[src/rtl/vzb_pkg.sv]
package vzb_pkg;

  typedef enum logic [1:0] {
    GRP_NONE  = 2'd0,
    GRP_ELEM  = 2'd1,
    GRP_WHOLE = 2'd2
  } vzb_grp_e;

  typedef struct packed {
    vzb_grp_e   grp;
    logic       inv;
    logic [1:0] fmt;
  } vzb_dec_t;

  localparam int OP_W       = 5;
  localparam int NUM_FMT    = 4;
  localparam int INSN_BYTES = 4;

endpackage

[src/rtl/vzb_decode.sv]
module vzb_decode
  import vzb_pkg::*;
(
  input  logic [OP_W-1:0] code,
  output vzb_dec_t        dec,
  output logic            bad
);
  logic is_elem, is_whole;

  always_comb begin
    is_elem  = (code[4:3] == 2'b11);
    is_whole = ((code & 5'b11011) == 5'b01011);
    dec.inv  = code[2];
    dec.fmt  = code[1:0];
    if (is_elem)       dec.grp = GRP_ELEM;
    else if (is_whole) dec.grp = GRP_WHOLE;
    else               dec.grp = GRP_NONE;
    bad = !(is_elem || is_whole);
  end
endmodule

[src/rtl/vzb_zero_detect.sv]
module vzb_zero_detect
  import vzb_pkg::*;
#(
  parameter int VEC_W = 128
) (
  input  logic [VEC_W-1:0]   vec,
  output logic [NUM_FMT-1:0] fmt_has_zero,
  output logic               all_zero
);
  localparam int NBYTES = VEC_W / 8;

  logic [NBYTES-1:0] byte_nz;

  for (genvar b = 0; b < NBYTES; b++) begin : g_byte
    assign byte_nz[b] = |vec[8*b +: 8];
  end

  for (genvar s = 0; s < NUM_FMT; s++) begin : g_fmt
    localparam int EB = 1 << s;
    localparam int NE = NBYTES / EB;
    logic [NE-1:0] elem_zero;
    for (genvar e = 0; e < NE; e++) begin : g_elem
      assign elem_zero[e] = ~|byte_nz[e*EB +: EB];
    end
    assign fmt_has_zero[s] = |elem_zero;
  end

  assign all_zero = ~|byte_nz;
endmodule

[src/rtl/vzb_target.sv]
module vzb_target
  import vzb_pkg::*;
#(
  parameter int PC_W  = 32,
  parameter int IMM_W = 16
) (
  input  logic [PC_W-1:0]  pc,
  input  logic [IMM_W-1:0] imm,
  input  logic             taken,
  output logic [PC_W-1:0]  next_pc
);
  localparam int EXT_W = PC_W - IMM_W - 2;

  logic [PC_W-1:0] follow, offset, step;

  always_comb begin
    follow  = pc + PC_W'(INSN_BYTES);
    offset  = {{EXT_W{imm[IMM_W-1]}}, imm, 2'b00};
    step    = taken ? offset : PC_W'(INSN_BYTES);
    next_pc = follow + step;
  end
endmodule

[src/rtl/vzb_eval.sv]
module vzb_eval
  import vzb_pkg::*;
#(
  parameter int VEC_W = 128,
  parameter int PC_W  = 32,
  parameter int IMM_W = 16
) (
  input  logic             clk,
  input  logic             rst_n,
  input  logic             op_valid,
  output logic             op_ready,
  input  logic [VEC_W-1:0] op_vec,
  input  logic [OP_W-1:0]  op_code,
  input  logic [PC_W-1:0]  op_pc,
  input  logic [IMM_W-1:0] op_imm,
  output logic             res_valid,
  input  logic             res_ready,
  output logic             res_taken,
  output logic             res_invalid,
  output logic [PC_W-1:0]  res_next_pc
);
  vzb_dec_t           dec;
  logic               bad;
  logic [NUM_FMT-1:0] fmt_has_zero;
  logic               all_zero;
  logic               taken_c;
  logic [PC_W-1:0]    next_pc_c;
  logic               accept;

  vzb_decode u_dec (
    .code (op_code),
    .dec  (dec),
    .bad  (bad)
  );

  vzb_zero_detect #(.VEC_W(VEC_W)) u_zd (
    .vec          (op_vec),
    .fmt_has_zero (fmt_has_zero),
    .all_zero     (all_zero)
  );

  always_comb begin
    unique case (dec.grp)
      GRP_ELEM:  taken_c = fmt_has_zero[dec.fmt] ^ dec.inv;
      GRP_WHOLE: taken_c = all_zero ^ dec.inv;
      default:   taken_c = 1'b0;
    endcase
  end

  vzb_target #(.PC_W(PC_W), .IMM_W(IMM_W)) u_tgt (
    .pc      (op_pc),
    .imm     (op_imm),
    .taken   (taken_c),
    .next_pc (next_pc_c)
  );

  assign op_ready = !res_valid || res_ready;
  assign accept   = op_valid && op_ready;

  always_ff @(posedge clk) begin
    if (!rst_n) begin
      res_valid   <= 1'b0;
      res_taken   <= 1'b0;
      res_invalid <= 1'b0;
      res_next_pc <= '0;
    end else if (accept) begin
      res_valid   <= 1'b1;
      res_taken   <= taken_c;
      res_invalid <= bad;
      res_next_pc <= next_pc_c;
    end else if (res_ready) begin
      res_valid   <= 1'b0;
    end
  end

  AST_RESULT_AFTER_ACCEPT: assert property (@(posedge clk) disable iff (!rst_n)
    accept |=> res_valid);
  AST_STALL_HOLDS: assert property (@(posedge clk) disable iff (!rst_n)
    (res_valid && !res_ready) |=> (res_valid && $stable(res_taken)
      && $stable(res_invalid) && $stable(res_next_pc)));
  AST_INVALID_NOT_TAKEN: assert property (@(posedge clk) disable iff (!rst_n)
    (res_valid && res_invalid) |-> !res_taken);
  AST_ZERO_VEC_ALL_FMTS: assert property (@(posedge clk) disable iff (!rst_n)
    (op_valid && all_zero) |-> (&fmt_has_zero));
  AST_WIDER_ZERO_NESTS: assert property (@(posedge clk) disable iff (!rst_n)
    (op_valid && fmt_has_zero[3]) |-> (fmt_has_zero[2] && fmt_has_zero[1]
      && fmt_has_zero[0]));
endmodule

[config.mk]
export PLATFORM = sky130hd
export DESIGN_NAME = vzb_eval
export DESIGN_NICKNAME = d
export VERILOG_FILES = /design/src/rtl/vzb_pkg.sv /design/src/rtl/vzb_decode.sv /design/src/rtl/vzb_zero_detect.sv /design/src/rtl/vzb_target.sv /design/src/rtl/vzb_eval.sv
export SDC_FILE = /design/constraint.sdc
export NUM_CORES = 1
export LEC_CHECK = 0
export BUFFER_PORTS_ARGS = -buffer_cell sky130_fd_sc_hd__buf_4
export CORE_ASPECT_RATIO = 1.4
export CORE_MARGIN = 4
export CORE_UTILIZATION = 41
export CTS_BUF_LIST = sky130_fd_sc_hd__clkbuf_16
export CTS_CLUSTER_DIAMETER = 80
export DETAILED_ROUTE_END_ITERATION = 8
export HOLD_SLACK_MARGIN = 0.02
export PLACE_DENSITY_LB_ADDON = 0.15
export SLEW_MARGIN = 30
export SYNTH_ARGS = -nofsm -noshare
export SYNTH_HDL_FRONTEND = slang
export SYNTH_HIERARCHICAL = 1
export SYNTH_SLANG_ARGS = --single-unit
[constraint.sdc]
create_clock -name clk -period 4.6 [get_ports clk]
set_clock_uncertainty 0.05 [all_clocks]
set_input_delay 0.46 -clock clk [delete_from_list [all_inputs] [get_ports clk]]
set_output_delay 0.46 -clock clk [all_outputs]
set_load 0.1 [all_outputs]
== After elaboration in Yosys (flattened, before gate mapping) ==
Index checks and enable logic that the tools add are counted.

* Register bits: 35
* Bits of input ports: 185
* Output and inout port bits: 36
* Logic and storage cells: 93

* Add/sub/neg operators: 2
* $lt $le $gt $ge: 1
* Equality and inequality tests: 4
* Multiplexer cells: 8
* Bitwise operators: 2
* Reductions and logical operators: 72

{| class="wikitable"
|+ Operator list
! operator !! count
|-
| 16-bit OR reduction || 9
|-
| 8-bit OR reduction || 17
|-
| 128-bit OR reduction || 1
|-
| 32-bit OR reduction || 4
|-
| 64-bit OR reduction || 2
|-
| 1-bit logical NOT || 33
|-
| 32-bit by 3-bit adder with 32-bit output, second input constant || 1
|-
| 32-bit adder || 1
|-
| 32-bit 2-to-1 mux || 1
|-
| 2-bit == test, second input constant || 2
|-
| 4-bit by 3-bit == test with 1-bit output, second input constant || 1
|-
| 2-bit 2-to-1 mux || 2
|-
| 4-bit OR reduction || 1
|-
| 2-bit by 3-bit less-than comparator with 1-bit output, second input constant || 1
|-
| 1-bit 2-to-1 mux || 3
|-
| 1-bit binary-select mux with 2-bit select || 1
|-
| 2-bit by 1-bit == test with 1-bit output, second input constant || 1
|-
| 1-bit logical OR || 2
|-
| 1-bit one-hot mux with 2 select lines || 1
|-
| 2-bit nonzero test || 1
|-
| 2-bit OR reduction || 1
|-
| 1-bit XOR || 2
|-
| 1-bit logical AND || 1
|}

== Longest topological paths before layout ==
Gate-level depths: netlist (run 1).

* Depth in word-level cells: 9
* Gate-level depth with buffers: 26
* Mapped depth without buffers: 24

== By module ==
Netlist (run 1), hierarchy kept.

{| class="wikitable"
|+ By module, submodules not included
! module !! times used !! cells each !! area an instance (sq um)
|-
| vzb_target || 1 || 265 || 1999.4
|-
| vzb_eval || 1 || 162 || 1361.3
|-
| vzb_zero_detect || 1 || 69 || 406.6
|-
| vzb_decode || 1 || 8 || 58.8
|}

== Worst setup path before layout (run 1) ==
No wires, ideal clock.

* Path type: input-to-reg
* Start: input op_vec[105]
* End: register res_next_pc[31]
* Library setup time: 76 ps
* Arrival time: 4870 ps
* Data required time: 4474 ps
* Path slack: -396 ps
* Stages: 24
* Buffers on the path: 2
* Path through: nor4_1 nand2_1 nor4_2 and2_1 or2_2 mux2i_1 a311oi_1 xnor2_1 nor2_1 clkbuf_1 clkbuf_1 and2_1 ha_1 ha_1 fa_1 a211oi_1 o21ai_1 o21ai_1 o211ai_1 a31o_2 a221oi_2 xnor2_1 nand2_1 a21boi_0

* Longest elaborated chain between the ends: 9
* Elaborated cells on any way between the ends: 21
* Those cells by class: add/sub (1); mux (4); bitwise (2); reduce/logical (14)

{| class="wikitable"
|+ RTL lines
! item !! line !! source
|-
| start: declaration || vzb_eval.sv:12 || <nowiki>input logic [VEC_W-1:0] op_vec,</nowiki>
|-
| 64-bit OR reduction || vzb_zero_detect.sv:23 || <nowiki>assign elem_zero[e] = ~|byte_nz[e*EB +: EB];</nowiki>
|-
| 1-bit logical NOT || vzb_zero_detect.sv:23 ||
|-
| 2-bit OR reduction || vzb_zero_detect.sv:25 || <nowiki>assign fmt_has_zero[s] = |elem_zero;</nowiki>
|-
| via fmt_has_zero[3] || vzb_eval.sv:24 || <nowiki>logic [NUM_FMT-1:0] fmt_has_zero;</nowiki>
|-
| 1-bit binary-select mux with 2-bit select || vzb_eval.sv:44 || <nowiki>GRP_ELEM: taken_c = fmt_has_zero[dec.fmt] ^ dec.inv;</nowiki>
|-
| 1-bit 2-to-1 mux (not written as such) || vzb_eval.sv:44 ||
|-
| 1-bit XOR || vzb_eval.sv:44 ||
|-
| 1-bit one-hot mux with 2 select lines || vzb_eval.sv:43 || <nowiki>unique case (dec.grp)</nowiki>
|-
| via taken_c || vzb_eval.sv:26 || <nowiki>logic taken_c;</nowiki>
|-
| 32-bit 2-to-1 mux || vzb_target.sv:19 || <nowiki>step = taken ? offset : PC_W'(INSN_BYTES);</nowiki>
|-
| 32-bit adder || vzb_target.sv:20 || <nowiki>next_pc = follow + step;</nowiki>
|-
| via next_pc_c[31] || vzb_eval.sv:27 || <nowiki>logic [PC_W-1:0] next_pc_c;</nowiki>
|-
| end signal: assignment || vzb_eval.sv:70 || <nowiki>res_next_pc <= next_pc_c;</nowiki>
|-
| end: declaration || vzb_eval.sv:20 || <nowiki>output logic [PC_W-1:0] res_next_pc</nowiki>
|}

The timed path passes the listed nets, and every way through them passes these cells. The select of a mux whose other input is x is not followed.
A chain may end at the register's enable or synchronous reset.

== Worst setup path after layout (run 1) ==
* Start: input op_vec[99]
* End: register res_next_pc[25]

* Longest elaborated chain between the ends: 9
* Elaborated cells on any way between the ends: 21
* Those cells by class: add/sub (1); mux (4); bitwise (2); reduce/logical (14)

{| class="wikitable"
|+ RTL lines
! item !! line
|-
| 16-bit OR reduction || vzb_zero_detect.sv:23
|-
| 1-bit logical NOT || vzb_zero_detect.sv:23
|-
| 8-bit OR reduction || vzb_zero_detect.sv:25
|-
| via fmt_has_zero[1] || vzb_eval.sv:24
|-
| 1-bit binary-select mux with 2-bit select || vzb_eval.sv:44
|-
| 1-bit 2-to-1 mux (not written as such) || vzb_eval.sv:44
|-
| 1-bit XOR || vzb_eval.sv:44
|-
| 1-bit one-hot mux with 2 select lines || vzb_eval.sv:43
|-
| via taken_c || vzb_eval.sv:26
|-
| 32-bit 2-to-1 mux || vzb_target.sv:19
|-
| 32-bit adder || vzb_target.sv:20
|-
| via next_pc_c[25] || vzb_eval.sv:27
|}

The timed path passes the listed nets, and every way through them passes these cells. The select of a mux whose other input is x is not followed.

==> impl_metrics.ini, run 1 <==
[cells_and_area]
fillCellCount = 664
final_cell_area_um2 = 7148
fin_nets = 1039
layout-drive-gt1-share = 0.5346
area_growth_pct = 86.82
diodes = 0

[critical_path]
ff2ff_setup_slack_ns = 2.98
startpoint_type = input port
crit_path_end_kind = flop
crit_required_ns = 4.74
path_class = in2reg
cp_data_arrival_time_ns = 4.87
worstPathMaxFanout = 4

[hold_path]
hold_path_class = in2reg

[outcome]
outcome = complete, but fails checks
violations = setup timing

[sta]
post-route-min-period_ns = 4.724
layout_setup_ws_ns = -0.1241
relSlewSlack = 0.5642
setup_violations = 7
maxSlewViolCount = 0
fmax_mhz = 211.7
tightest_slew_ns = 0.6514
holdWs_ns = 0.3970
finalCritPeriodShare = 1.027
report.final.hold_viol_count = 0
grt_setup_unrepaired = yes

[global_routing]
grt.total_usage = 0.2741
grt_max_degree = 37
overflow = 0
busiest_layer = met2
gr-usage-met3 = 0.04500
grt_use_met2 = 0.5536
grt_pass1_wl_um = 23720
antenna_found_initial = 0
grt_use_met1 = 0.2793
grt_pass1_vias = 5142

[synthesis]
syn_nets = 734
ys_top_cells_by_count = nand2_1, ha_1, a21boi_0, dfxtp_1, nor4_1
seq_area_frac_synth = 0.1831
post_synth.cell_area_avg_um2 = 7.592
ys_warn_count = 6
synth.most_common_cell = nand2_1
yosys.area.top_type = dfxtp_1
synth-seq-cells = 35
synth-edff-count = 0
synth-main-ff-cell = dfxtp_1
synth_cell_types = 58
synth_top_area_share = 0.1831
netlist_area_um2 = 3826
syn_inst = 504
synth_area_leaders = dfxtp_1, ha_1, nand2_1
async_reset_ff_frac = 0

[clocking]
clock-root-buffer = clkbuf_16
cts_hold_buffers = 0
cts_tree = built
clock_latency_ns = 0.27
cts_buffers = 5
htreeDepth = 2
cts_max_path_buffers = 2
cts.clk_slew.worst_paths_ns = 0.06
numClockSinks = 35

[die]
initial_core_util = 0.4214
die_h_um = 122.3
core-area_um2 = 9080
row_count = 41
die_width_um = 89.65
pin_count = 221
die-area_um2 = 10960

[placed_design]
place.gp.congestion = 1.004
portBuffers = 220
hpwl_um = 12790
dpl_cell_area_um2 = 6279

[detailed_routing]
wl_um = 16380
wl_per_cell_um = 17.86
viasPerCell = 5.401
drc = 0
first_iter_violations = 169
vias = 4953
final_antenna_net_count = 0
drt_first_pass_iters = 4

[job]
cap_violations = 0

[power]
leakagePower_nw = 3.344
p_per_area_nw_per_um2 = 204.6
ir_drop_uv = 138.0
==> stage by stage <==
stage	total power, mW	cells	worst slack [ns]	setup TNS (ns)	utilization
2_1_floorplan	0.7750	504	-0.06320	-0.1347	-
3_3_place_gp	1.063	895	-0.5930	-6.162	0.6912
3_5_place_dp	1.074	895	-0.6681	-7.988	0.6915
4_1_cts	1.421	912	-0.04632	-0.1649	0.7379
5_1_grt	1.529	917	-0.4166	-4.068	0.7872
6_report	1.462	917	-0.1241	-0.4701	0.7872
==> cells by family (layout without fill, tap and decap cells) <==
kind of cell / after synthesis / after routing / synth area share
xor+xnor: 43 / 43 / 0.09843
flops: 35 / 35 / 0.1831
buf+inv: 40 / 346 / 0.05853
mux: 2 / 2 / 0.005232
simple gates: 227 / 227 / 0.2992
compound gates: 112 / 112 / 0.2063
fa+ha+maj: 45 / 45 / 0.1491
==> layer usage <==
layer | vias up | wire length (um)
met1 | 2335 | 5811
met3 | 23 | 929
met5 | - | 0
li1 | 2419 | -
met4 | 0 | 258
met2 | 176 | 9379
==> power by group <==
group          internal, mW  switching (mW)
Clock                 0.197           0.124
Sequential            0.329          0.0161
Combinational         0.340           0.455
==> layout make-up <==
class | instances | area, um2 | share of cell area
well taps | 107 | 133.9 | 0.01873
clock inverters | 3 | 16.27 | 0.002276
multi-input cells | 429 | 3565 | 0.4987
inverters | 11 | 41.29 | 0.005776
clock buffers | 5 | 125.1 | 0.01750
repair buffers | 327 | 2566 | 0.3590
flip-flops and latches | 35 | 700.7 | 0.09802
==> flip-flops by register name (all words and copies together), names as in the netlist <==
register and count:
res_valid 1, res_next_pc 32, res_invalid 1, res_taken 1
==> placed cells by master (no fill, tap or decap), drive strengths merged, types with 2 or more instances in the layout <==
master	n
o21a	2
o21ai	15
nand2	103
a31o	2
o22ai	4
or2	2
nand3	9
dfxtp	35
nor2b	6
o211ai	5
ha	44
or4	2
and2	22
nand4	9
nor4	36
xnor2	29
and3	16
o31ai	4
inv	12
xor2	14
a31oi	5
a21o	4
clkbuf	5
buf	327
nor2	14
nor3	3
a221oi	2
o311ai	2
a21oi	22
or3	2
mux2i	2
a211oi	4
a21boi	35
==> what timing repair did <==
| item | CTS | global route |
|---|---|---|
| gates resized for setup | 35 | 85 |
| pin swaps | 28 | 31 |
| setup endpoints to repair | 15 | 22 |
| setup buffers | 9 | 7 |
==> critical path: stages <==
cell and delay (ns):
buf_4 0.10, nor4_4 0.04, nand2_2 0.11, buf_6 0.11
o22ai_1 0.07, or4_4 0.54, a2111oi_4 0.33, a311oi_2 0.09
xnor2_1 0.25, nor2_2 0.09, buf_4 0.15, and2_4 0.14
ha_4 0.24, ha_4 0.16, fa_2 0.35, a211oi_2 0.24
o21ai_2 0.08, o21ai_1 0.13, o211ai_1 0.16, a211oi_2 0.40
buf_4 0.18, o31ai_1 0.07, xor2_1 0.14, nand2_1 0.07
a21boi_0 0.17
==> final timing paths <==
check | depth (start not counted) | startpoint | endpoint
worst max-delay path | 25 | op_vec[99] | res_next_pc[25]
worst min-delay path | 3 | op_pc[1] | res_next_pc[1]
worst max register to register | 5 | res_valid | res_next_pc[11]
worst min register to register | 2 | res_next_pc[7] | res_next_pc[7]
Power figures use the tool's default switching activity.
==> run 2: changes to the inputs <==
--- a/config.mk
+++ b/config.mk
@@ -8,7 +8,7 @@
 export BUFFER_PORTS_ARGS = -buffer_cell sky130_fd_sc_hd__buf_4
 export CORE_ASPECT_RATIO = 1.4
 export CORE_MARGIN = 4
-export CORE_UTILIZATION = 41
+export CORE_UTILIZATION = 49
 export CTS_BUF_LIST = sky130_fd_sc_hd__clkbuf_16
 export CTS_CLUSTER_DIAMETER = 80
 export DETAILED_ROUTE_END_ITERATION = 8
==> constraint.sdc (replaced) <==
create_clock -name clk -period 6 [get_ports clk]
set_clock_uncertainty 0.05 [all_clocks]
set_input_delay 0.6 -clock clk [delete_from_list [all_inputs] [get_ports clk]]
set_output_delay 0.6 -clock clk [all_outputs]
set_load 0.1 [all_outputs]
==> impl_metrics.ini, run 2 (synthesis gave the netlist of run 1 again) <==
[die]
core-area_um2 = 7500
die_h_um = 112.6
pin_count = 221
row_count = 37
initial_core_util = 0.5102
die-area_um2 = 9306
die_width_um = 82.68

[placed_design]
hpwl_um = 11670
portBuffers = 220
post-place-ws_ns = 0.4264
place.gp.congestion = 0.9700

[detailed_routing]
vias = 4545
wl_um = 13640
first_iter_violations = 222
final_antenna_net_count = 0
drt_first_pass_iters = 4
viasPerCell = 5.667
wl_per_cell_um = 17.00
drc = 0

[global_routing]
grt_pass1_vias = 4581
grt_pass1_wl_um = 21020
overflow = 0
grt_max_degree = 37
antenna_found_initial = 0
grt.total_usage = 0.2843

[clocking]
cts_max_path_buffers = 2
cts_buffers = 5
clock-root-buffer = clkbuf_16
cts_tree = built
cts.clk_slew.worst_paths_ns = 0.05
clock_latency_ns = 0.27
htreeDepth = 2
post_cts.repair.setup_buffers = 0
numClockSinks = 35
cts_resized = 0
cts_hold_buffers = 0

[cells_and_area]
largest_reg_flops = 32
fin_nets = 934
top_register = res_next_pc
seq_area_um2 = 700.7
layout-drive-gt1-share = 0.3518
area_growth_pct = 45.65
final_common_cell = buf_4
diodes = 0
fillCellCount = 608
multiInputGateArea_um2 = 2905
final_cell_mix = buf_4, nand2_1, ha_1

[critical_path]
startpoint_type = input port
worstPathMaxFanout = 26
worst_r2r_path_depth = 4
cp_data_arrival_time_ns = 5.54
crit_path_end_kind = flop
r2r_start = res_valid
path_class = in2reg
reg2reg_to = res_next_pc[31]
crit_required_ns = 6.14
ff2ff_setup_slack_ns = 4.44

[sta]
fmax_mhz = 185.1
finalCritPeriodShare = 0.9004
setup_violations = 0
grt_setup_unrepaired = no
tightest_slew_ns = 0.6665
maxSlewViolCount = 0
post-route-min-period_ns = 5.402
layout_setup_ws_ns = 0.5975
report.final.hold_viol_count = 0
finalSetupTns_ns = 0
relSlewSlack = 0.5557

[power]
ir_drop_uv = 141.7
leakagePower_nw = 2.707
p_per_area_nw_per_um2 = 177.7

[hold_path]
hold_path_class = reg2reg
min_from = res_next_pc[12]
whs_endpoint = res_next_pc[12]
hold_depth = 2

[job]
cap_violations = 0

[outcome]
outcome = complete, no violations
-- run 2: cell count changes in the layout (fill, tap and decap cells not counted), moves of 11 or more --
cell,previous run,this run
nor4_2,14,3
nor4_4,16,0
nor4_1,6,33
buf_6,23,0
ha_4,12,0
ha_1,31,44
buf_4,302,222
-- run 2: where the power goes --
part / total (mW) / internal, mW / leakage (nW) / switching [mW]
Clock: 0.238 / 0.150 / 0.0762 / 0.0887
Combinational: 0.486 / 0.184 / 2.34 / 0.302
Sequential: 0.266 / 0.253 / 0.288 / 0.0130
Total: 0.990 / 0.586 / 2.71 / 0.404
-- run 2: final cells by class --
type	count	share of cell area
Sequential cell	35	0.1257
Inverter	11	0.007409
Clock inverter	3	0.002245
Multi-Input combinational cell	429	0.5213
Timing Repair Buffer	222	0.2991
Clock buffer	5	0.02245
Tap cell	97	0.02178
-- run 2: through the flow --
stage	std cells	hold WS, ns	instance area (um2)	total power, mW	util
5_1_grt	802	0.4358	5573	1.036	0.7431
4_1_cts	802	0.4139	5573	0.9929	0.7431
2_1_floorplan	504	0.6889	3826	0.5873	-
3_5_place_dp	794	0.4070	5435	0.7555	0.7247
6_report	802	0.4124	5573	0.9903	0.7431
3_3_place_gp	794	0.4024	5431	0.7468	0.7242
-- run 2: how the worst max path moves through the flow --
stage,startpoint,endpoint,cells past startpoint
finish,op_vec[61],res_next_pc[28],24
global route,op_vec[61],res_next_pc[31],23
CTS,op_vec[57],res_next_pc[31],23
detailed placement,op_vec[57],res_next_pc[30],23
floorplan,op_vec[105],res_next_pc[31],24
global placement,op_vec[57],res_next_pc[30],23
-- run 2: critical path, cell delays in order --
cell and delay (ns):
buf_4 0.11, nor4_1 0.26, nand2_1 0.18, nor4_1 0.42, and2_1 0.19, or2_2 0.10
mux2i_1 0.06, a311oi_1 0.33, xnor2_1 0.14, nor2_1 0.22, buf_4 0.30, nand2_1 0.14
buf_4 0.23, xnor2_1 0.15, ha_1 0.39, a21oi_1 0.28, o21ai_0 0.17, a21oi_1 0.17
o221a_2 0.20, o31ai_1 0.13, a221oi_2 0.32, xnor2_1 0.15, nand2_1 0.07, a21boi_0 0.20
-- run 2: layer usage --
metal  global-route usage  part of all wire  up-vias
met4               0.1014             0.039        0
met2               0.5241              0.53      204
met5                    0                 0        -
met3              0.05217             0.070       42
met1               0.3124              0.37     2090
li1                     -                 -     2209
==> run 3: changes to the inputs <==
--- a/config.mk
+++ b/config.mk
@@ -8,14 +8,12 @@
 export BUFFER_PORTS_ARGS = -buffer_cell sky130_fd_sc_hd__buf_4
 export CORE_ASPECT_RATIO = 1.4
 export CORE_MARGIN = 4
-export CORE_UTILIZATION = 49
+export CORE_UTILIZATION = 48
 export CTS_BUF_LIST = sky130_fd_sc_hd__clkbuf_16
 export CTS_CLUSTER_DIAMETER = 80
 export DETAILED_ROUTE_END_ITERATION = 8
-export HOLD_SLACK_MARGIN = 0.02
-export PLACE_DENSITY_LB_ADDON = 0.15
+export PLACE_DENSITY = 0.88
 export SLEW_MARGIN = 30
 export SYNTH_ARGS = -nofsm -noshare
 export SYNTH_HDL_FRONTEND = slang
-export SYNTH_HIERARCHICAL = 1
 export SYNTH_SLANG_ARGS = --single-unit
==> impl_metrics.ini, run 3 <==
[clocking]
htreeDepth = 2
cts_max_path_buffers = 2
cts_tree = built
cts.clk_slew.worst_paths_ns = 0.06
post_cts.repair.setup_buffers = 0
cts_hold_buffers = 0
cts_buffers = 5
clock-root-buffer = clkbuf_16
clock_latency_ns = 0.28
numClockSinks = 35

[detailed_routing]
drc = 0
drt_first_pass_iters = 4
wl_per_cell_um = 17.52
first_iter_violations = 188
final_antenna_net_count = 0
viasPerCell = 5.710
wl_um = 13770
vias = 4488

[hold_path]
hold_path_class = reg2reg
min_from = res_next_pc[21]

[die]
die_width_um = 81.26
row_count = 37
initial_core_util = 0.4930
core-area_um2 = 7315
die_h_um = 110.6
die-area_um2 = 8983
pin_count = 221

[sta]
maxSlewViolCount = 0
post-route-min-period_ns = 5.365
grt_setup_unrepaired = no
relSlewSlack = 0.5083
finalSetupTns_ns = 0
report.final.hold_viol_count = 0
tightest_slew_ns = 0.7356
layout_setup_ws_ns = 0.6353
fmax_mhz = 186.4
finalCritPeriodShare = 0.8941
setup_violations = 0

[synthesis]
ys_top_cells_by_count = nand2_1, ha_1, a21oi_1, dfxtp_1
synth-main-ff-cell = dfxtp_1
syn_inst = 467
ys_warn_count = 0
synth_top_area_share = 0.1978
synthMuxAreaShare = 0.01110
post_synth.cell_area_avg_um2 = 7.722
synthAdderAreaFrac = 0.2033
syn_nets = 710
yosys.area.top_type = ha_1
synth_cell_types = 60
synth_top_family_by_area = simple AND/OR/NAND/NOR gates
synth-edff-count = 0
synth.most_common_cell = nand2_1
synth-seq-cells = 35
synth_compound_area_frac = 0.2058
async_reset_ff_frac = 0
synth_area_leaders = ha_1, dfxtp_1, nand2_1
yosys.area_share.simple = 0.3022
synthXorXnorAreaFrac = 0.05101
seq_area_frac_synth = 0.1943
netlist_area_um2 = 3606

[placed_design]
hpwl_um = 11850
place.gp.congestion = 0.9153
portBuffers = 220
post-place-ws_ns = 0.1463

[cells_and_area]
final_common_cell = buf_4
final_cell_mix = buf_4, nand2_1, ha_1
top_register = res_next_pc
area_growth_pct = 53.82
diodes = 0
final_core_util = 0.7583
layout-drive-gt1-share = 0.3701
fin_nets = 931
largest_reg_flops = 32

[critical_path]
crit_required_ns = 6.12
crit_path_end = res_next_pc[31]
reg2reg_to = res_next_pc[30]
ff2ff_setup_slack_ns = 4.08
startpoint_type = input port
r2r_start = res_valid
path_class = in2reg
worstPathMaxFanout = 5
crit_path_end_kind = flop
cp_data_arrival_time_ns = 5.49
worst_r2r_path_depth = 5
crit_start = op_vec[37]

[global_routing]
antenna_found_initial = 0
grt_pass1_wl_um = 21570
grt_pass1_vias = 4773
grt_max_degree = 32
overflow = 0
grt.total_usage = 0.3080

[job]
cap_violations = 0

[outcome]
outcome = complete, no violations

[power]
p_per_area_nw_per_um2 = 186.6
ir_drop_uv = 141.6
leakagePower_nw = 2.714
fin_total_pwr_mw = 1.035
run 3: cell count changes after synthesis, sizes merged, moves of 6 or more:
cell / before / now
a211oi: 4 / 12
a21boi: 35 / 1
a21oi: 22 / 43
and2: 22 / 16
and3: 16 / 2
buf: 16 / 4
ha: 44 / 57
nand2: 103 / 70
nand4: 9 / 15
nor2: 14 / 32
nor3: 3 / 12
xnor2: 29 / 15
xor2: 14 / 6
run 3: power by group:
part           leakage [nW]  switching (mW)  total [mW]  internal [mW]
Combinational          2.34           0.290       0.467          0.177
Sequential            0.289          0.0118       0.264          0.252
Clock                0.0838           0.107       0.303          0.196
Total                  2.71           0.409        1.03          0.626
run 3: critical path, cell delays in order:
cell	delay, ns
buf_4	0.11
nor4_2	0.49
nand4_1	0.33
nor4_2	0.40
o22ai_1	0.16
o21ai_2	0.19
o21a_1	0.23
nor3_2	0.08
and2_1	0.17
ha_1	0.28
ha_1	0.25
fa_1	0.43
a211oi_1	0.35
o211ai_1	0.18
nand2_1	0.16
o31ai_1	0.10
buf_4	0.16
a31o_2	0.26
a41oi_1	0.26
nor2_1	0.08
mux2i_1	0.14
nand3_1	0.08
run 3: metrics by stage:
stage	cells	hold slack, ns	area, um2
after CTS	786	0.4023	5534
after detailed placement	778	0.3933	5365
final	786	0.3985	5547
after global routing	786	0.4241	5547
after floorplan	467	0.6795	3606
after global placement	778	0.3915	5364
run 3: worst min-delay path by stage:
stage                            endpoint  slack [ns]  depth (start not counted)
after global placement    res_next_pc[21]        0.39                          2
after CTS                 res_next_pc[21]        0.40                          2
after global routing      res_next_pc[19]        0.42                          2
after floorplan                 res_valid        0.68                          2
after detailed placement  res_next_pc[21]        0.39                          2
final                     res_next_pc[21]        0.40                          2
run 3: layer usage:
metal  vias to the layer above  global-route usage  wire, um
li1                       2188                   -         -
met1                      2059              0.3029      4610
met2                       211              0.5853      7417
met3                        30             0.07259      1250
met4                         0              0.1308       490
met5                         -                   0         0
run 3: layout make-up:
class                   instances  area [um2]
clock buffers                   5       125.1
repair buffers                228        1712
clock inverters                 3       43.79
well taps                      97       121.4
flip-flops and latches         35       700.7
fillers                       583        1768
multi-input cells             407        2803
inverters                      11       41.29
run 3: kinds of logic after synthesis:
logic type / Yosys count
flip-flops: 35
AO/OA/AOI/OAI: 114
XOR/XNOR: 21
adder cells (fa/ha/maj): 58
buffers and inverters: 25
multiplexers: 4
AND/OR/NAND/NOR: 210
run 3: timing repair:
action / CTS / global route
endpoints found under the setup margin: 0 / 3
endpoints found under the hold margin: 0 / 0
resized for setup: 0 / 2
